--- src/rtl/tmr_cc_pkg.sv ---
package tmr_cc_pkg;

    typedef enum logic {
        DIR_UP   = 1'b0,
        DIR_DOWN = 1'b1
    } dir_e;

    typedef enum logic [1:0] {
        EDGE_NONE = 2'b00,
        EDGE_RISE = 2'b01,
        EDGE_FALL = 2'b10,
        EDGE_BOTH = 2'b11
    } edge_e;

    localparam int ADDR_W = 3;

    localparam logic [ADDR_W-1:0] ADR_CNT  = 3'd0;
    localparam logic [ADDR_W-1:0] ADR_CTRL = 3'd1;
    localparam logic [ADDR_W-1:0] ADR_STAT = 3'd2;

    localparam int CTRL_UPDOWN = 0;
    localparam int CTRL_SEL    = 1;
    localparam int CTRL_CLREN  = 3;
    localparam int CTRL_REG0   = 4;
    localparam int CTRL_STRIDE = 3;

endpackage

--- src/rtl/tmr_cc_edge.sv ---
module tmr_cc_edge #(
    parameter int STAGES = 2
) (
    input  logic       clk,
    input  logic       rst,
    input  logic       async_in,
    input  logic [1:0] edge_sel,
    output logic       hit
);
    import tmr_cc_pkg::*;

    logic [STAGES-1:0] sync_q;
    logic              prev_q;
    logic              rise;
    logic              fall;

    always_ff @(posedge clk) begin
        if (rst) begin
            sync_q <= '0;
            prev_q <= 1'b0;
        end else begin
            sync_q <= {sync_q[STAGES-2:0], async_in};
            prev_q <= sync_q[STAGES-1];
        end
    end

    always_comb begin
        rise = sync_q[STAGES-1] & ~prev_q;
        fall = ~sync_q[STAGES-1] & prev_q;
        unique case (edge_e'(edge_sel))
            EDGE_NONE: hit = 1'b0;
            EDGE_RISE: hit = rise;
            EDGE_FALL: hit = fall;
            EDGE_BOTH: hit = rise | fall;
            default:   hit = 1'b0;
        endcase
    end

    // a detected edge lasts a single cycle
    assert_edge_single_R5: assert property (@(posedge clk) disable iff (rst)
        hit |=> !hit);

endmodule

--- src/rtl/tmr_cc_greg.sv ---
module tmr_cc_greg #(
    parameter int W = 16
) (
    input  logic         clk,
    input  logic         rst,
    input  logic [W-1:0] cnt,
    input  logic         cap_mode,
    input  logic         cap_hit,
    input  logic         wr,
    input  logic [W-1:0] wdata,
    output logic [W-1:0] value,
    output logic         match,
    output logic         capture
);

    always_comb begin
        capture = cap_mode & cap_hit;
        match   = ~cap_mode & (value == cnt);
    end

    always_ff @(posedge clk) begin
        if (rst)
            value <= '1;
        else if (capture)
            value <= cnt;
        else if (wr)
            value <= wdata;
    end

    // a capture stores the counter value of the capture cycle
    assert_capture_latch_R5: assert property (@(posedge clk) disable iff (rst)
        capture |=> value == $past(cnt));

    // a compare register changes only by bus write
    assert_compare_hold_R4: assert property (@(posedge clk) disable iff (rst)
        (!cap_mode && !wr) |=> $stable(value));

endmodule

--- src/rtl/tmr_cc_counter.sv ---
module tmr_cc_counter #(
    parameter int W = 16
) (
    input  logic         clk,
    input  logic         rst,
    input  logic         tick,
    input  logic         updown,
    input  logic         wr,
    input  logic [W-1:0] wdata,
    input  logic         clr_match,
    input  logic         clr_cap,
    output logic [W-1:0] cnt,
    output logic         ovf,
    output logic         udf
);
    import tmr_cc_pkg::*;

    localparam logic [W-1:0] MAXV = {W{1'b1}};
    localparam logic [W-1:0] ONE  = {{(W-1){1'b0}}, 1'b1};

    dir_e         dir_q, dir_n, dir_eff;
    logic [W-1:0] cnt_n;

    // state register
    always_ff @(posedge clk) begin
        if (rst) begin
            dir_q <= DIR_UP;
            cnt   <= '0;
        end else begin
            dir_q <= dir_n;
            cnt   <= cnt_n;
        end
    end

    // next state and outputs
    always_comb begin
        dir_eff = updown ? dir_q : DIR_UP;
        dir_n   = dir_eff;
        cnt_n   = cnt;
        ovf     = 1'b0;
        udf     = 1'b0;
        if (wr) begin
            cnt_n = wdata;
        end else if (clr_cap || (tick && clr_match)) begin
            cnt_n = '0;
            dir_n = DIR_UP;
        end else if (tick) begin
            unique case (dir_eff)
                DIR_UP: begin
                    if (cnt == MAXV) begin
                        ovf = 1'b1;
                        if (updown) begin
                            cnt_n = MAXV - ONE;
                            dir_n = DIR_DOWN;
                        end else begin
                            cnt_n = '0;
                        end
                    end else begin
                        cnt_n = cnt + ONE;
                    end
                end
                DIR_DOWN: begin
                    if (cnt == '0) begin
                        udf   = 1'b1;
                        cnt_n = ONE;
                        dir_n = DIR_UP;
                    end else begin
                        cnt_n = cnt - ONE;
                    end
                end
                default: cnt_n = cnt;
            endcase
        end
    end

    assert_step_up_R2: assert property (@(posedge clk) disable iff (rst)
        (!updown && tick && !wr && !clr_cap && !clr_match && cnt != MAXV)
        |=> cnt == W'($past(cnt) + ONE));

    assert_turn_down_R3: assert property (@(posedge clk) disable iff (rst)
        (updown && tick && !wr && !clr_cap && !clr_match && dir_q == DIR_UP && cnt == MAXV)
        |=> (dir_q == DIR_DOWN && cnt == MAXV - ONE));

    assert_cap_clear_R6: assert property (@(posedge clk) disable iff (rst)
        (!wr && clr_cap) |=> (cnt == '0 && dir_q == DIR_UP));

    assert_write_wins_R9: assert property (@(posedge clk) disable iff (rst)
        wr |=> cnt == $past(wdata));

endmodule

--- src/rtl/tmr_cc_flags.sv ---
module tmr_cc_flags #(
    parameter int N = 6
) (
    input  logic         clk,
    input  logic         rst,
    input  logic [N-1:0] set_ev,
    input  logic         rd_stat,
    input  logic         wr_stat,
    input  logic [N-1:0] wdata,
    output logic [N-1:0] flags
);

    logic [N-1:0] armed;
    logic [N-1:0] clr;

    always_comb begin
        clr = wr_stat ? (~wdata & armed) : '0;
    end

    always_ff @(posedge clk) begin
        if (rst) begin
            flags <= '0;
            armed <= '0;
        end else begin
            flags <= (flags & ~clr) | set_ev;
            armed <= (armed & ~clr) | (rd_stat ? flags : '0);
        end
    end

    // an event always leaves its flag set
    assert_set_wins_R8: assert property (@(posedge clk) disable iff (rst)
        (set_ev != '0) |=> ((flags & $past(set_ev)) == $past(set_ev)));

    // a flag drops only after it was armed by a read
    assert_clear_armed_R7: assert property (@(posedge clk) disable iff (rst)
        1'b1 |=> (($past(flags) & ~flags & ~$past(armed)) == '0));

endmodule

--- src/rtl/tmr_cc_channel.sv ---
module tmr_cc_channel #(
    parameter int W           = 16,
    parameter int NREG        = 4,
    parameter int SYNC_STAGES = 2
) (
    input  logic                          clk,
    input  logic                          rst,
    input  logic                          cnt_tick,
    input  logic [NREG-1:0]               cap_in,
    input  logic [tmr_cc_pkg::ADDR_W-1:0] bus_addr,
    input  logic                          bus_wr,
    input  logic                          bus_rd,
    input  logic [W-1:0]                  bus_wdata,
    output logic [W-1:0]                  bus_rdata
);
    import tmr_cc_pkg::*;

    localparam int SEL_W  = $clog2(NREG);
    localparam int NFLAG  = NREG + 2;

    logic [W-1:0]     ctrl_q;
    logic [W-1:0]     cnt;
    logic [W-1:0]     gr_val [NREG];
    logic [NREG-1:0]  match, capture, cap_hit, cap_mode, gr_wr;
    logic [NFLAG-1:0] flags;
    logic             ovf, udf, clr_en, clr_match, clr_cap;
    logic [SEL_W-1:0] clr_sel;
    logic             cnt_wr, ctrl_wr, stat_wr, stat_rd;

    always_comb begin
        cnt_wr  = bus_wr && bus_addr == ADR_CNT;
        ctrl_wr = bus_wr && bus_addr == ADR_CTRL;
        stat_wr = bus_wr && bus_addr == ADR_STAT;
        stat_rd = bus_rd && bus_addr == ADR_STAT;
        clr_en  = ctrl_q[CTRL_CLREN];
        clr_sel = ctrl_q[CTRL_SEL +: SEL_W];
        clr_match = clr_en & match[clr_sel];
        clr_cap   = clr_en & capture[clr_sel];
    end

    always_ff @(posedge clk) begin
        if (rst)
            ctrl_q <= '0;
        else if (ctrl_wr)
            ctrl_q <= bus_wdata;
    end

    generate
        for (genvar k = 0; k < NREG; k++) begin : g_reg
            assign cap_mode[k] = ctrl_q[CTRL_REG0 + CTRL_STRIDE*k];
            assign gr_wr[k]    = bus_wr && bus_addr[ADDR_W-1] &&
                                 bus_addr[SEL_W-1:0] == SEL_W'(k);

            tmr_cc_edge #(.STAGES(SYNC_STAGES)) u_edge (
                .clk      (clk),
                .rst      (rst),
                .async_in (cap_in[k]),
                .edge_sel (ctrl_q[CTRL_REG0 + CTRL_STRIDE*k + 1 +: 2]),
                .hit      (cap_hit[k])
            );

            tmr_cc_greg #(.W(W)) u_greg (
                .clk      (clk),
                .rst      (rst),
                .cnt      (cnt),
                .cap_mode (cap_mode[k]),
                .cap_hit  (cap_hit[k]),
                .wr       (gr_wr[k]),
                .wdata    (bus_wdata),
                .value    (gr_val[k]),
                .match    (match[k]),
                .capture  (capture[k])
            );
        end
    endgenerate

    tmr_cc_counter #(.W(W)) u_cnt (
        .clk       (clk),
        .rst       (rst),
        .tick      (cnt_tick),
        .updown    (ctrl_q[CTRL_UPDOWN]),
        .wr        (cnt_wr),
        .wdata     (bus_wdata),
        .clr_match (clr_match),
        .clr_cap   (clr_cap),
        .cnt       (cnt),
        .ovf       (ovf),
        .udf       (udf)
    );

    tmr_cc_flags #(.N(NFLAG)) u_flags (
        .clk     (clk),
        .rst     (rst),
        .set_ev  ({udf, ovf, match | capture}),
        .rd_stat (stat_rd),
        .wr_stat (stat_wr),
        .wdata   (bus_wdata[NFLAG-1:0]),
        .flags   (flags)
    );

    always_comb begin
        if (bus_addr[ADDR_W-1]) begin
            bus_rdata = gr_val[bus_addr[SEL_W-1:0]];
        end else begin
            unique case (bus_addr)
                ADR_CNT:  bus_rdata = cnt;
                ADR_CTRL: bus_rdata = ctrl_q;
                ADR_STAT: bus_rdata = W'(flags);
                default:  bus_rdata = '0;
            endcase
        end
    end

    // a general register write reads back whole
    assert_gr_write_R10: assert property (@(posedge clk) disable iff (rst)
        (gr_wr[0] && !capture[0]) |=> gr_val[0] == $past(bus_wdata));

endmodule

--- config.mk ---
export PLATFORM = sky130hd
export DESIGN_NAME = tmr_cc_channel
export DESIGN_NICKNAME = d
export VERILOG_FILES = /design/src/rtl/tmr_cc_pkg.sv /design/src/rtl/tmr_cc_edge.sv /design/src/rtl/tmr_cc_greg.sv /design/src/rtl/tmr_cc_counter.sv /design/src/rtl/tmr_cc_flags.sv /design/src/rtl/tmr_cc_channel.sv
export SDC_FILE = /design/constraint.sdc
export NUM_CORES = 1
export LEC_CHECK = 0
export BUFFER_PORTS_ARGS = -buffer_cell sky130_fd_sc_hd__buf_4
export CORE_ASPECT_RATIO = 1.2
export CORE_MARGIN = 5
export CORE_UTILIZATION = 25
export CTS_CLUSTER_SIZE = 14
export DETAILED_ROUTE_END_ITERATION = 10
export MAX_ROUTING_LAYER = met4
export PLACE_DENSITY = 0.49
export SLEW_MARGIN = 15
export SYNTH_ARGS = -nofsm -noshare
export SYNTH_HDL_FRONTEND = slang
export SYNTH_SLANG_ARGS = --single-unit
--- constraint.sdc ---
create_clock -name clk -period 3.5 [get_ports clk]
set_input_delay 0.875 -clock clk [delete_from_list [all_inputs] [get_ports clk]]
set_output_delay 0.875 -clock clk [all_outputs]
set_load 0.02 [all_outputs]
* Word level (Yosys, flattened, before mapping)
Index checks and enable logic that the tools add are counted.
** Word-level totals
- Flip-flop bits (word level) :: 121
- Latch bits :: 0
- Memory bits (writable) :: 0
- Memory bits (read-only) :: 0
- Bits of input ports :: 28
- Output and inout bits :: 16
- Word-level logic and storage cells :: 158
- Memories kept :: 0
** Cells by class
- Add/sub/neg operators :: 2
- $mul :: 0
- Div/mod/pow operators :: 0
- Order comparisons :: 2
- Equality and inequality tests :: 22
- Shift-type cells :: 0
- Multiplexer cells :: 48
- Bitwise gates (word level) :: 44
- Reductions and logical operators :: 23
** Operators with widths (number)
- $mux W16 :: 17
- $eq A16 B16 Y1 :: 4
- $pmux W16 S3 :: 1
- $bmux W16 S2 :: 1
- $pmux W16 S2 :: 1
- $eq A2 B2 Y1 const B :: 10
- $mux W1 :: 19
- $and A1 B1 Y1 :: 18
- $and A6 B6 Y6 :: 3
- $add A16 B1 Y16 const B :: 1
- $eq A16 B16 Y1 const B :: 1
- $logic_not A16 Y1 :: 1
- $pmux W1 S4 :: 4
- $sub A16 B1 Y16 const B :: 1
- $not A1 Y1 :: 13
- $mux W6 :: 2
- $not A6 Y6 :: 2
- $or A6 B6 Y6 :: 2
- $eq A2 B1 Y1 const B :: 5
- $logic_and A1 B1 Y1 :: 10
- $logic_not A2 Y1 :: 5
- $reduce_bool A2 Y1 :: 4
- $bmux W1 S2 :: 2
- $or A1 B1 Y1 :: 4
- 10 further kinds :: 10

* Logic depth before layout (Yosys ltp)
Gate-level depths: netlist of run 1.
- Word-level depth :: 12
- Mapped depth :: 12
- Depth with buffers taken out :: 10

* Modules after synthesis
From an unflattened synthesis of run 1, not the netlist that was laid out.
** Unflattened totals
- Cell total of the unflattened synthesis :: 991
- Area total of the unflattened synthesis :: 8112.8 um^2
** Modules (own cells, without submodules)
- tmr_cc_greg :: instances 4, cells an instance 110, area an instance 948.4 um^2, seq. area each 320.3 um^2
- tmr_cc_counter :: instances 1, cells an instance 246, area an instance 1710.4 um^2, seq. area each 340.3 um^2
- tmr_cc_channel :: instances 1, cells an instance 189, area an instance 1566.5 um^2, seq. area each 320.3 um^2
- tmr_cc_edge :: instances 4, cells an instance 15, area an instance 135.1 um^2, seq. area each 60.1 um^2
- tmr_cc_flags :: instances 1, cells an instance 56, area an instance 501.7 um^2, seq. area each 240.2 um^2

* Worst setup path after synthesis of run 1
OpenSTA, ideal clock, no wires.
- Path kind :: in2out
- Start :: input bus_addr[0] in the netlist's numbering
- End :: output bus_rdata[14]
- Data arrival time :: 2.644 ns
- Data required time :: 2.625 ns
- Setup slack :: -0.019 ns
- Cell stages on the path :: 5
- Buffers on the path :: 3
- Cell sequence :: buf_2 > buf_1 > buf_1 > mux2i_1 > o21ai_0
** On the way
- Cells in the longest elaborated chain, start to end :: 5
- Elaborated cells between the ends (all ways) :: 9
- Classes of those cells :: eq/ne: 2; mux: 5; bitwise: 1; reduce/logical: 1
** Ends and longest elaborated chain
- start, declared :: RTL line tmr_cc_channel.sv:10 : input logic [tmr_cc_pkg::ADDR_W-1:0] bus_addr,
- $not A2 Y3 (implied by the code) :: RTL line tmr_cc_channel.sv:103 : bus_rdata = gr_val[bus_addr[SEL_W-1:0]];
- $bmux W16 S2 :: RTL line tmr_cc_channel.sv:103
- $mux W16 (implied by the code) (2 in a row) :: RTL line tmr_cc_channel.sv:103
- $mux W16 (*) :: RTL line tmr_cc_channel.sv:102 : if (bus_addr[ADDR_W-1]) begin
- end, declared :: RTL line tmr_cc_channel.sv:14 : output logic [W-1:0] bus_rdata
Every way passes the cells marked *; elsewhere a longest branch is shown, timed or not. The select of a mux whose other input is x is not followed.

* Worst setup path in the final report of run 1
- Start :: input bus_addr[0] in the netlist's numbering
- End :: output bus_rdata[7]
Same word-level chain as after synthesis.

==> flow_summary.json, run 1 <==
{
  "hold_buffers": 0,
  "diodes": 0,
  "rsz0062_at_grt": "false",
  "final.setup.tns_ns": 0,
  "drv_cap": 0,
  "cts_setup_buffers": 0,
  "synth_edf_count": 0,
  "core_mm2": 0.03136,
  "synthCells": 1069,
  "most-common-layout-cells": "nand2_1 (215), dfxtp_1 (121), o21ai_0 (96), buf_4 (90), nand3_1 (77)",
  "grt_start_max_net_pins": 70,
  "synth_top_flop_cell": "dfxtp_1",
  "cts_tree": "done",
  "grt_pass1_vias": 7623,
  "synth_seq_area_share": 0.3054,
  "gp_congestion": 0.9001,
  "p_leak_nw": 3.596,
  "synth.cell_area_mm2": 0.007931,
  "outcome": "finished clean",
  "p_per_area_mw_per_mm2": 429.7,
  "core.rowCount": 71,
  "arrival_ns": 2.47,
  "ys_ff_latch": 121,
  "drive_gt1_frac": 0.1427,
  "setup_viol": 0,
  "cts_made_buffers": 17,
  "cts-root-buf": "clkbuf_16",
  "final_common_cell": "nand2_1",
  "required_ns": 2.62,
  "drtAntennaViolNets": 0,
  "maxSlewHeadroom": 0.2606,
  "synth_cell_types": 65,
  "hold_violations": 0,
  "fin_worst_skew_ns": 0.01374,
  "min-delay-start": "g_reg[2].u_edge.sync_q[0]$_SDFF_PP0_",
  "die_y_um": 205.1,
  "io_pins": 44,
  "die_w_um": 172.6,
  "min_period_ns": 3.343,
  "wirelength_mm": 30.73,
  "fillers": 3393,
  "drt-initial-drc-count": 702,
  "slew_violations": 0,
  "min_path_type": "register to register",
  "die_area_mm2": 0.03540,
  "area_growth_pct": 17.94,
  "dpl.hpwl_mm": 22.42,
  "vdd_drop_max_v": 0.0003120,
  "r2r_start": "u_cnt.cnt[9]$_SDFFE_PP0P_",
  "syn_area_per_cell_um2": 7.419,
  "io_buffers": 43,
  "vias": 7805,
  "nets": 1126,
  "clk_path_buf_depth": 2,
  "fmax_mhz": 299.2,
  "postCtsResizedCells": 0,
  "firstDrtPassIters": 5,
  "grt_antenna_before_repair": 0,
  "clkTransAtPathRegs_ns": 0.06,
  "yosysWarnings": 0,
  "gr-total-overflow": 0,
  "grt_use_total": 0.1764,
  "cp-startpoint": "bus_addr[0]",
  "wl_per_cell_um": 20.47,
  "holdWs_ns": 0.4363,
  "critPathKind": "input port to output port",
  "start_kind": "input port",
  "tightest_slew_ns": 1.104,
  "crit_fanout": 36,
  "cts.sinks": 121,
  "grt_pass1_wl_mm": 47.26,
  "start_util": 0.2529,
  "htreeDepth": 4,
  "finalCritPeriodShare": 0.9550,
  "drc": 0,
  "worstSetupEndpointType": "output port",
  "ys_async_sr_fraction": 0,
  "via_per_inst": 5.200,
  "clk_latency_ns": 0.43,
  "syn-num-nets": 1108
}
state kept, by name (all words and copies together) (netlist names):
register and count:
g.u_greg.value 64, ctrl_q 16, u_cnt.cnt 16, g.u_edge.sync_q 8, u_flags.armed 6, u_flags.flags 6, g.u_edge.prev_q 4, u_cnt.dir_q 1
metrics by stage:
| stage | instances | utilization | setup WS, ns | power [mW] | instance area, um^2 |
|---|---|---|---|---|---|
| 6_report | 1501 | 0.2983 | 0.1574 | 4.019 | 9354 |
| 5_1_grt | 1501 | 0.2983 | 0.09248 | 4.168 | 9354 |
| 4_1_cts | 1501 | 0.2983 | 0.1417 | 4.052 | 9354 |
| 3_3_place_gp | 1469 | 0.2783 | 0.1551 | 2.147 | 8726 |
| 2_1_floorplan | 1069 | - | 0.1413 | 1.912 | 7933 |
| 3_5_place_dp | 1469 | 0.2783 | 0.1449 | 2.147 | 8726 |
power by group:
| group | internal [mW] | switching, mW |
|---|---|---|
| clock network | 1.22 | 0.676 |
| registers | 1.43 | 0.0883 |
| logic | 0.254 | 0.352 |
| total | 2.90 | 1.12 |
Yosys cell counts (5+ instances only):
cell | count | area share
a211oi_1 | 15 | 0.014
a21oi_1 | 49 | 0.031
a221oi_1 | 8 | 0.0088
a22oi_1 | 5 | 0.0047
a31oi_1 | 7 | 0.0055
buf_1 | 12 | 0.0057
buf_2 | 13 | 0.0082
buf_4 | 7 | 0.0066
clkbuf_1 | 57 | 0.027
dfxtp_1 | 121 | 0.31
ha_1 | 11 | 0.017
inv_1 | 33 | 0.016
mux2i_1 | 18 | 0.023
mux4_2 | 16 | 0.045
nand2_1 | 215 | 0.10
nand2b_1 | 71 | 0.056
nand3_1 | 77 | 0.049
nand4_1 | 14 | 0.011
nor2_1 | 41 | 0.019
nor2b_1 | 13 | 0.010
nor3_1 | 18 | 0.011
nor4_1 | 5 | 0.0039
o21ai_0 | 96 | 0.061
or2_2 | 5 | 0.0039
or3_1 | 6 | 0.0047
xnor2_1 | 41 | 0.045
xor2_1 | 26 | 0.029
logic make-up after synthesis:
family | Yosys count | share of synthesized area
adders and majority gates | 11 | 0.01735
and+or+nand+nor | 483 | 0.2925
buffers and inverters | 126 | 0.06783
DFF | 121 | 0.3054
AOI/OAI and AO/OA | 227 | 0.1748
xor gates and xnor gates | 67 | 0.07399
muxes | 34 | 0.06815
worst max-delay path, cell delays in order:
cell	delay [ns]
buf_4	0.52
mux4_2	0.58
nand2_1	0.07
o21ai_0	0.17
buf_4	0.22
path summary, 6_finish.rpt:
kind                                               end  depth (start not counted)  slack [ns]
setup / recovery                          bus_rdata[7]                          5        0.16
hold / removal    g_reg[2].u_edge.sync_q[1]$_SDFF_PP0_                          1        0.44
setup reg to reg            u_cnt.cnt[14]$_SDFFE_PP0P_                          9        0.28
hold reg to reg   g_reg[2].u_edge.sync_q[1]$_SDFF_PP0_                          1        0.44
routing by layer:
metal,up-vias,share of wire,track usage
met5,-,0,-
met4,0,0.051,0.08661
met3,74,0.046,0.03008
met2,242,0.49,0.2930
met1,3769,0.42,0.2073
li1,3720,-,-
area by class of cell:
type / instances / area [um^2] / share of cell area
Clock inverter: 13 / 175.2 / 0.01873
Inverter: 34 / 127.6 / 0.01364
Timing Repair Buffer: 91 / 695.7 / 0.07437
Tap cell: 401 / 501.7 / 0.05364
Clock buffer: 19 / 452.9 / 0.04842
Multi-Input combinational cell: 822 / 4979 / 0.5322
Sequential cell: 121 / 2422 / 0.2590
(Power assumes the default switching activity.)
==> inputs of run 2 (changes only) <==
--- a/config.mk
+++ b/config.mk
@@ -12,7 +12,7 @@
 export CTS_CLUSTER_SIZE = 14
 export DETAILED_ROUTE_END_ITERATION = 10
 export MAX_ROUTING_LAYER = met4
-export PLACE_DENSITY = 0.49
+export PLACE_DENSITY = 0.51
 export SLEW_MARGIN = 15
 export SYNTH_ARGS = -nofsm -noshare
 export SYNTH_HDL_FRONTEND = slang
==> constraint.sdc (replaced) <==
create_clock -name clk -period 3.05 [get_ports clk]
set_input_delay 0.7625 -clock clk [delete_from_list [all_inputs] [get_ports clk]]
set_output_delay 0.7625 -clock clk [all_outputs]
set_load 0.02 [all_outputs]
==> run 2 against run 1 <==
Effect of this change: utilization up 0.59 points; non-clock buffer count rose by 28; critical path depth grew 3; worst hold slack improved by 0.0057 ns; combinational power is 22% higher; clock-buffer cell count rose by 4; sequential power up 13%; register-to-register slack lost 0.099 ns; total power rose by 12%; final cell count increased by 1.8%; global-route usage down 0.16 points.
==> flow_summary.json, run 2 (synthesized netlist as in run 1, its figures left out) <==
{
  "drt-initial-drc-count": 656,
  "start_kind": "register",
  "most-common-layout-cells": "nand2_1 (215), dfxtp_1 (120), buf_4 (117), o21ai_0 (86), nand3_1 (77)",
  "place_area_mm2": 0.008949,
  "drtAntennaViolNets": 0,
  "final.setup.tns_ns": 0,
  "grt_antenna_before_repair": 1,
  "slew_violations": 0,
  "setup_viol": 0,
  "drc": 0,
  "clk_latency_ns": 0.43,
  "maxSlewHeadroom": 0.4956,
  "cts-root-buf": "clkbuf_16",
  "grt_pass1_vias": 7709,
  "largest_reg_flops": 64,
  "r2r_slack_ns": 0.18,
  "dpl.hpwl_mm": 22.86,
  "io_pins": 44,
  "grt_start_max_net_pins": 56,
  "worstSetupEndpointType": "register",
  "hold_violations": 0,
  "cts_tree": "done",
  "core_mm2": 0.03136,
  "min_path_type": "register to register",
  "gr-total-overflow": 0,
  "firstDrtPassIters": 6,
  "die_area_mm2": 0.03540,
  "drive_gt1_frac": 0.1642,
  "io_buffers": 43,
  "cts.sinks": 121,
  "rsz0062_at_grt": "false",
  "die_w_um": 172.6,
  "grt_pass1_wl_mm": 46.91,
  "dp_slack_ns": 0.1941,
  "core.rowCount": 71,
  "required_ns": 3.37,
  "p_per_area_mw_per_mm2": 471.9,
  "p_total_mw": 4.502,
  "fmax_mhz": 348.6,
  "design_area_mm2": 0.009540,
  "clkTransAtPathRegs_ns": 0.06,
  "cts_made_buffers": 17,
  "min_period_ns": 2.869,
  "arrival_ns": 3.19,
  "wl_per_cell_um": 19.85,
  "finalCritPeriodShare": 0.9406,
  "vias": 7919,
  "fin_worst_skew_ns": 0.008877,
  "tightest_slew_ns": 0.7544,
  "clk_path_buf_depth": 2,
  "crit_fanout": 9,
  "vdd_drop_max_v": 0.0002650,
  "largest_register": "g.u_greg.value",
  "setup_slack_ns": 0.1811,
  "die_y_um": 205.1,
  "holdWs_ns": 0.4420,
  "nets": 1154,
  "dpl.cell_count": 1497,
  "outcome": "finished clean",
  "p_leak_nw": 3.732,
  "gp_congestion": 0.9067,
  "start_util": 0.2529,
  "wirelength_mm": 30.33,
  "final_common_cell": "nand2_1",
  "fillers": 3344,
  "top_regs": "g.u_greg.value x64, ctrl_q x16, u_cnt.cnt x16",
  "grt_use_total": 0.1748,
  "fin_util": 0.3042,
  "critPathKind": "register to register",
  "diodes": 0,
  "via_per_inst": 5.183,
  "area_growth_pct": 20.29,
  "hold_buffers": 0,
  "instances_no_fill": 1528,
  "drv_cap": 0,
  "htreeDepth": 4
}
[run 2: final cells by class]
class	instances	area [um^2]	share of cell area
Inverter	34	127.6	0.01338
Multi-Input combinational cell	822	4979	0.5218
Sequential cell	121	2424	0.2540
Clock inverter	8	92.59	0.009705
Timing Repair Buffer	119	918.4	0.09626
Tap cell	401	501.7	0.05259
Clock buffer	23	498.0	0.05220
[run 2: worst paths after layout]
| check | from | to | depth (start not counted) |
|---|---|---|---|
| worst max-delay path | u_cnt.cnt[0]$_SDFFE_PP0P_ | u_cnt.cnt[3]$_SDFFE_PP0P_ | 8 |
| worst min-delay path | g_reg[2].u_edge.sync_q[0]$_SDFF_PP0_ | g_reg[2].u_edge.sync_q[1]$_SDFF_PP0_ | 1 |
| worst max register to register | u_cnt.cnt[0]$_SDFFE_PP0P_ | u_cnt.cnt[3]$_SDFFE_PP0P_ | 8 |
| worst min register to register | g_reg[2].u_edge.sync_q[0]$_SDFF_PP0_ | g_reg[2].u_edge.sync_q[1]$_SDFF_PP0_ | 1 |
[run 2: repair_timing]
action,CTS,global route
buffers inserted,0,0
resized for setup,0,2
setup endpoints to repair,0,3
[run 2: worst max-delay path, stage by stage, from the launching register on]
cell       delay [ns]
dfxtp_1          0.62
ha_1             0.28
nand2_1          0.15
nor4_4           0.32
a31o_2           0.26
nor2_1           0.07
or3_1            0.43
o31a_1           0.35
a2111oi_2        0.27
[run 2: metal layers]
metal | global-route usage | up-vias | part of all wire
met5 | - | - | 0
met3 | 0.03027 | 61 | 0.058
met1 | 0.2034 | 3775 | 0.40
met4 | 0.07869 | 0 | 0.041
met2 | 0.2959 | 304 | 0.50
li1 | - | 3779 | -
[run 2: report_power, final]
part           switching (mW)  total [mW]  internal [mW]  leakage, nW
Sequential             0.0842        1.72           1.64        0.988
Combinational           0.428       0.737          0.309         2.45
Clock                   0.744        2.04           1.30        0.295
==> inputs of run 3 (changes only) <==
--- a/config.mk
+++ b/config.mk
@@ -8,12 +8,13 @@
 export BUFFER_PORTS_ARGS = -buffer_cell sky130_fd_sc_hd__buf_4
 export CORE_ASPECT_RATIO = 1.2
 export CORE_MARGIN = 5
-export CORE_UTILIZATION = 25
+export CORE_UTILIZATION = 56
 export CTS_CLUSTER_SIZE = 14
 export DETAILED_ROUTE_END_ITERATION = 10
 export MAX_ROUTING_LAYER = met4
-export PLACE_DENSITY = 0.51
+export PLACE_DENSITY = 0.87
 export SLEW_MARGIN = 15
 export SYNTH_ARGS = -nofsm -noshare
 export SYNTH_HDL_FRONTEND = slang
+export SYNTH_HIERARCHICAL = 1
 export SYNTH_SLANG_ARGS = --single-unit
==> run 3 against run 2 <==
Effect of this change: sequential share of layout area rose by 0.46 points; clock-buffer cell count decreased by 4; clock power grew 4%; sequential power hardly changed; routed wire length is 12% lower; combinational power is 7.5% lower; worst setup slack got worse by 0.17 ns.
==> flow_summary.json, run 3 <==
{
  "outcome": "finished clean",
  "die_w_um": 119.9,
  "core.rowCount": 48,
  "vias": 8233,
  "synth_edf_count": 0,
  "drtAntennaViolNets": 0,
  "hold_violations": 0,
  "nets": 1072,
  "critPathMaxStageDelay_ns": 0.46,
  "slew_violations": 0,
  "min-delay-start": "g_reg[1].u_edge/sync_q[0]$_SDFF_PP0_",
  "start_kind": "register",
  "min_period_ns": 3.040,
  "r2r_start": "g_reg[2].u_edge/sync_q[1]$_SDFF_PP0_",
  "wirelength_mm": 26.72,
  "grt_pass1_wl_mm": 42.23,
  "worstHoldPathCells": 1,
  "top_regs": "g.u_greg/value x64, ctrl_q x16, u_cnt/cnt x16",
  "synth_top_flop_cell": "dfxtp_1",
  "clk_path_buf_depth": 2,
  "reg2regPathDepth": 14,
  "synth.cell_area_mm2": 0.008113,
  "vdd_drop_max_v": 0.0003686,
  "wl_per_cell_um": 21.89,
  "tightest_slew_ns": 0.8460,
  "core_mm2": 0.01429,
  "largest_reg_flops": 64,
  "area_growth_pct": 15.87,
  "clkTransAtPathRegs_ns": 0.06,
  "via_per_inst": 6.743,
  "finalCritPeriodShare": 0.9967,
  "gp_congestion": 0.9969,
  "timing.rr.end": "u_cnt/cnt[12]$_SDFFE_PP0P_",
  "io_pins": 44,
  "firstDrtPassIters": 6,
  "synthCells": 991,
  "clk_latency_ns": 0.43,
  "grt_antenna_before_repair": 0,
  "critPathKind": "register to register",
  "syn_area_per_cell_um2": 8.186,
  "drc": 0,
  "arrival_ns": 3.39,
  "required_ns": 3.40,
  "diodes": 0,
  "ys_ff_latch": 121,
  "synth_seq_area_share": 0.2986,
  "crit_fanout": 4,
  "dpl.hpwl_mm": 17.23,
  "r2r_slack_ns": 0.01,
  "place_area_mm2": 0.008711,
  "most-common-layout-cells": "nand2_1 (144), dfxtp_1 (114), mux2i_1 (97), buf_4 (93), o21ai_0 (75)",
  "maxSlewHeadroom": 0.4317,
  "synth_top_cell_by_area": "dfxtp_1",
  "yosys-top-cells-count": "nand2_1 (144), dfxtp_1 (121), mux2i_1 (97), o21ai_0 (75), xor2_1 (69)",
  "drive_gt1_frac": 0.1769,
  "synthTopCellsByArea": "dfxtp_1 (30%), mux2i_1 (12%), xor2_1 (7.4%)",
  "holdWs_ns": 0.4534,
  "synth_cell_types": 66,
  "dpl.cell_count": 1190,
  "gr-total-overflow": 0,
  "path_cells": "inv_1, ha_1, nor2b_1, o21ai_1, o21ai_1, nand2_1, inv_1, mux4_2, and2_4, a211oi_2, buf_4, o21ai_0, a211o_1, a21oi_1",
  "grt_use_total": 0.3189,
  "setup_viol": 0,
  "cts_tree": "done",
  "p_leak_nw": 3.341,
  "synth_most_common_cell": "nand2_1",
  "die_area_mm2": 0.01700,
  "htreeDepth": 4,
  "p_total_mw": 4.518,
  "hold_buffers": 0,
  "crit_slowest_cell": "mux4_2",
  "ys_async_sr_fraction": 0,
  "fmax_mhz": 328.9,
  "io_buffers": 43,
  "cts-root-buf": "clkbuf_16",
  "yosysWarnings": 6,
  "worstSetupEndpointType": "register",
  "setup_slack_ns": 0.009915,
  "drt-met1-wl_mm": 9.761,
  "holdPathEnd": "g_reg[1].u_edge/sync_q[1]$_SDFF_PP0_",
  "grt_pass1_vias": 7798,
  "dr_wl_met2_mm": 12.28,
  "top_layer": "met4",
  "wl_met3_mm": 2.734,
  "fin_worst_skew_ns": 0.006274,
  "final_common_cell": "nand2_1",
  "die_y_um": 141.9,
  "drv_cap": 0,
  "instances_no_fill": 1221,
  "drt-initial-drc-count": 1338,
  "cts.sinks": 121,
  "start_util": 0.5676,
  "cts_made_buffers": 17,
  "syn-num-nets": 1029,
  "design_area_mm2": 0.009400,
  "synth_top_cell_area_share": 0.2986,
  "dp_slack_ns": 0.006041,
  "min_path_type": "register to register",
  "grt_start_max_net_pins": 74,
  "p_per_area_mw_per_mm2": 480.6,
  "largest_register": "g.u_greg/value"
}
run 3: cell types whose count changed after synthesis, sizes merged, moves of 13 or more:
cell / previous run / this run
nand3: 77 / 14
mux2: 0 / 16
mux4: 16 / 3
nor4: 6 / 19
nor2b: 13 / 26
clkbuf: 57 / 35
a21oi: 49 / 32
o21ai: 98 / 83
xnor2: 41 / 7
mux2i: 18 / 97
xor2: 26 / 69
nand2: 215 / 144
run 3: worst max path at each step:
stage	start	endpoint	slack (ns)	cells past startpoint
floorplan	g_reg[3].u_edge/sync_q[1]$_SDFF_PP0_	u_cnt/cnt[10]$_SDFFE_PP0P_	0.03	15
global placement	u_cnt/cnt[10]$_SDFFE_PP0P_	u_cnt/cnt[9]$_SDFFE_PP0P_	0.11	11
detailed placement	u_cnt/cnt[10]$_SDFFE_PP0P_	u_cnt/cnt[11]$_SDFFE_PP0P_	0.006	11
CTS	u_cnt/cnt[1]$_SDFFE_PP0P_	u_cnt/cnt[10]$_SDFFE_PP0P_	0.005	11
global route	g_reg[2].u_edge/sync_q[1]$_SDFF_PP0_	u_cnt/cnt[10]$_SDFFE_PP0P_	-0.04	13
finish	g_reg[2].u_edge/sync_q[1]$_SDFF_PP0_	u_cnt/cnt[12]$_SDFFE_PP0P_	0.01	14
run 3: per-stage QoR:
step	TNS (ns)	util
finish	0	0.6577
global route	-0.1342	0.6577
CTS	0	0.6534
detailed placement	0	0.6094
global placement	0	0.6094
floorplan	0	-
run 3: worst max-delay path, delay by kind of cell (launching register included):
family / cells / cell delay (ns)
AO/OA/AOI/OAI: 6 / 1.17
multiplexers: 1 / 0.46
AND/OR/NAND/NOR: 3 / 0.36
flip-flops: 1 / 0.34
buffers and inverters: 3 / 0.33
adder cells (fa/ha/maj): 1 / 0.29
run 3: cell type report:
| cell class | instances | area, um^2 |
|---|---|---|
| multi-input cells | 775 | 5280 |
| fillers | 1003 | 4893 |
| flip-flops and latches | 121 | 2431 |
| repair buffers | 97 | 778.2 |
| clock buffers | 19 | 432.9 |
| well taps | 175 | 219.0 |
| clock inverters | 12 | 176.4 |
| inverters | 22 | 82.58 |
run 3: power breakdown:
group          internal [mW]  switching, mW
combinational          0.283          0.399
clock                   1.36          0.772
sequential              1.63         0.0784
run 3: cells by family (layout without fill, tap and decap cells):
family | count (synthesis) | in the layout | synth area share
AND/OR/NAND/NOR | 382 | 382 | 0.2440
AO/OA/AOI/OAI | 191 | 191 | 0.1474
flip-flops | 121 | 121 | 0.2986
multiplexers | 116 | 116 | 0.1507
buffers and inverters | 95 | 150 | 0.06184
XOR/XNOR | 76 | 76 | 0.08205
adder cells (fa/ha/maj) | 10 | 10 | 0.01542
run 3: per-layer routing:
| layer | vias to the layer above | global-route usage |
|---|---|---|
| met5 | - | - |
| met4 | 0 | 0.1924 |
| met3 | 204 | 0.06100 |
| met2 | 663 | 0.5063 |
| met1 | 3796 | 0.3753 |
| li1 | 3570 | - |
run 3: timing repair:
item / 4_1_cts / 5_1_grt
setup endpoints to repair: 3 / 12
setup buffers: 0 / 0
gates resized for setup: 4 / 17
pin swaps: 0 / 0
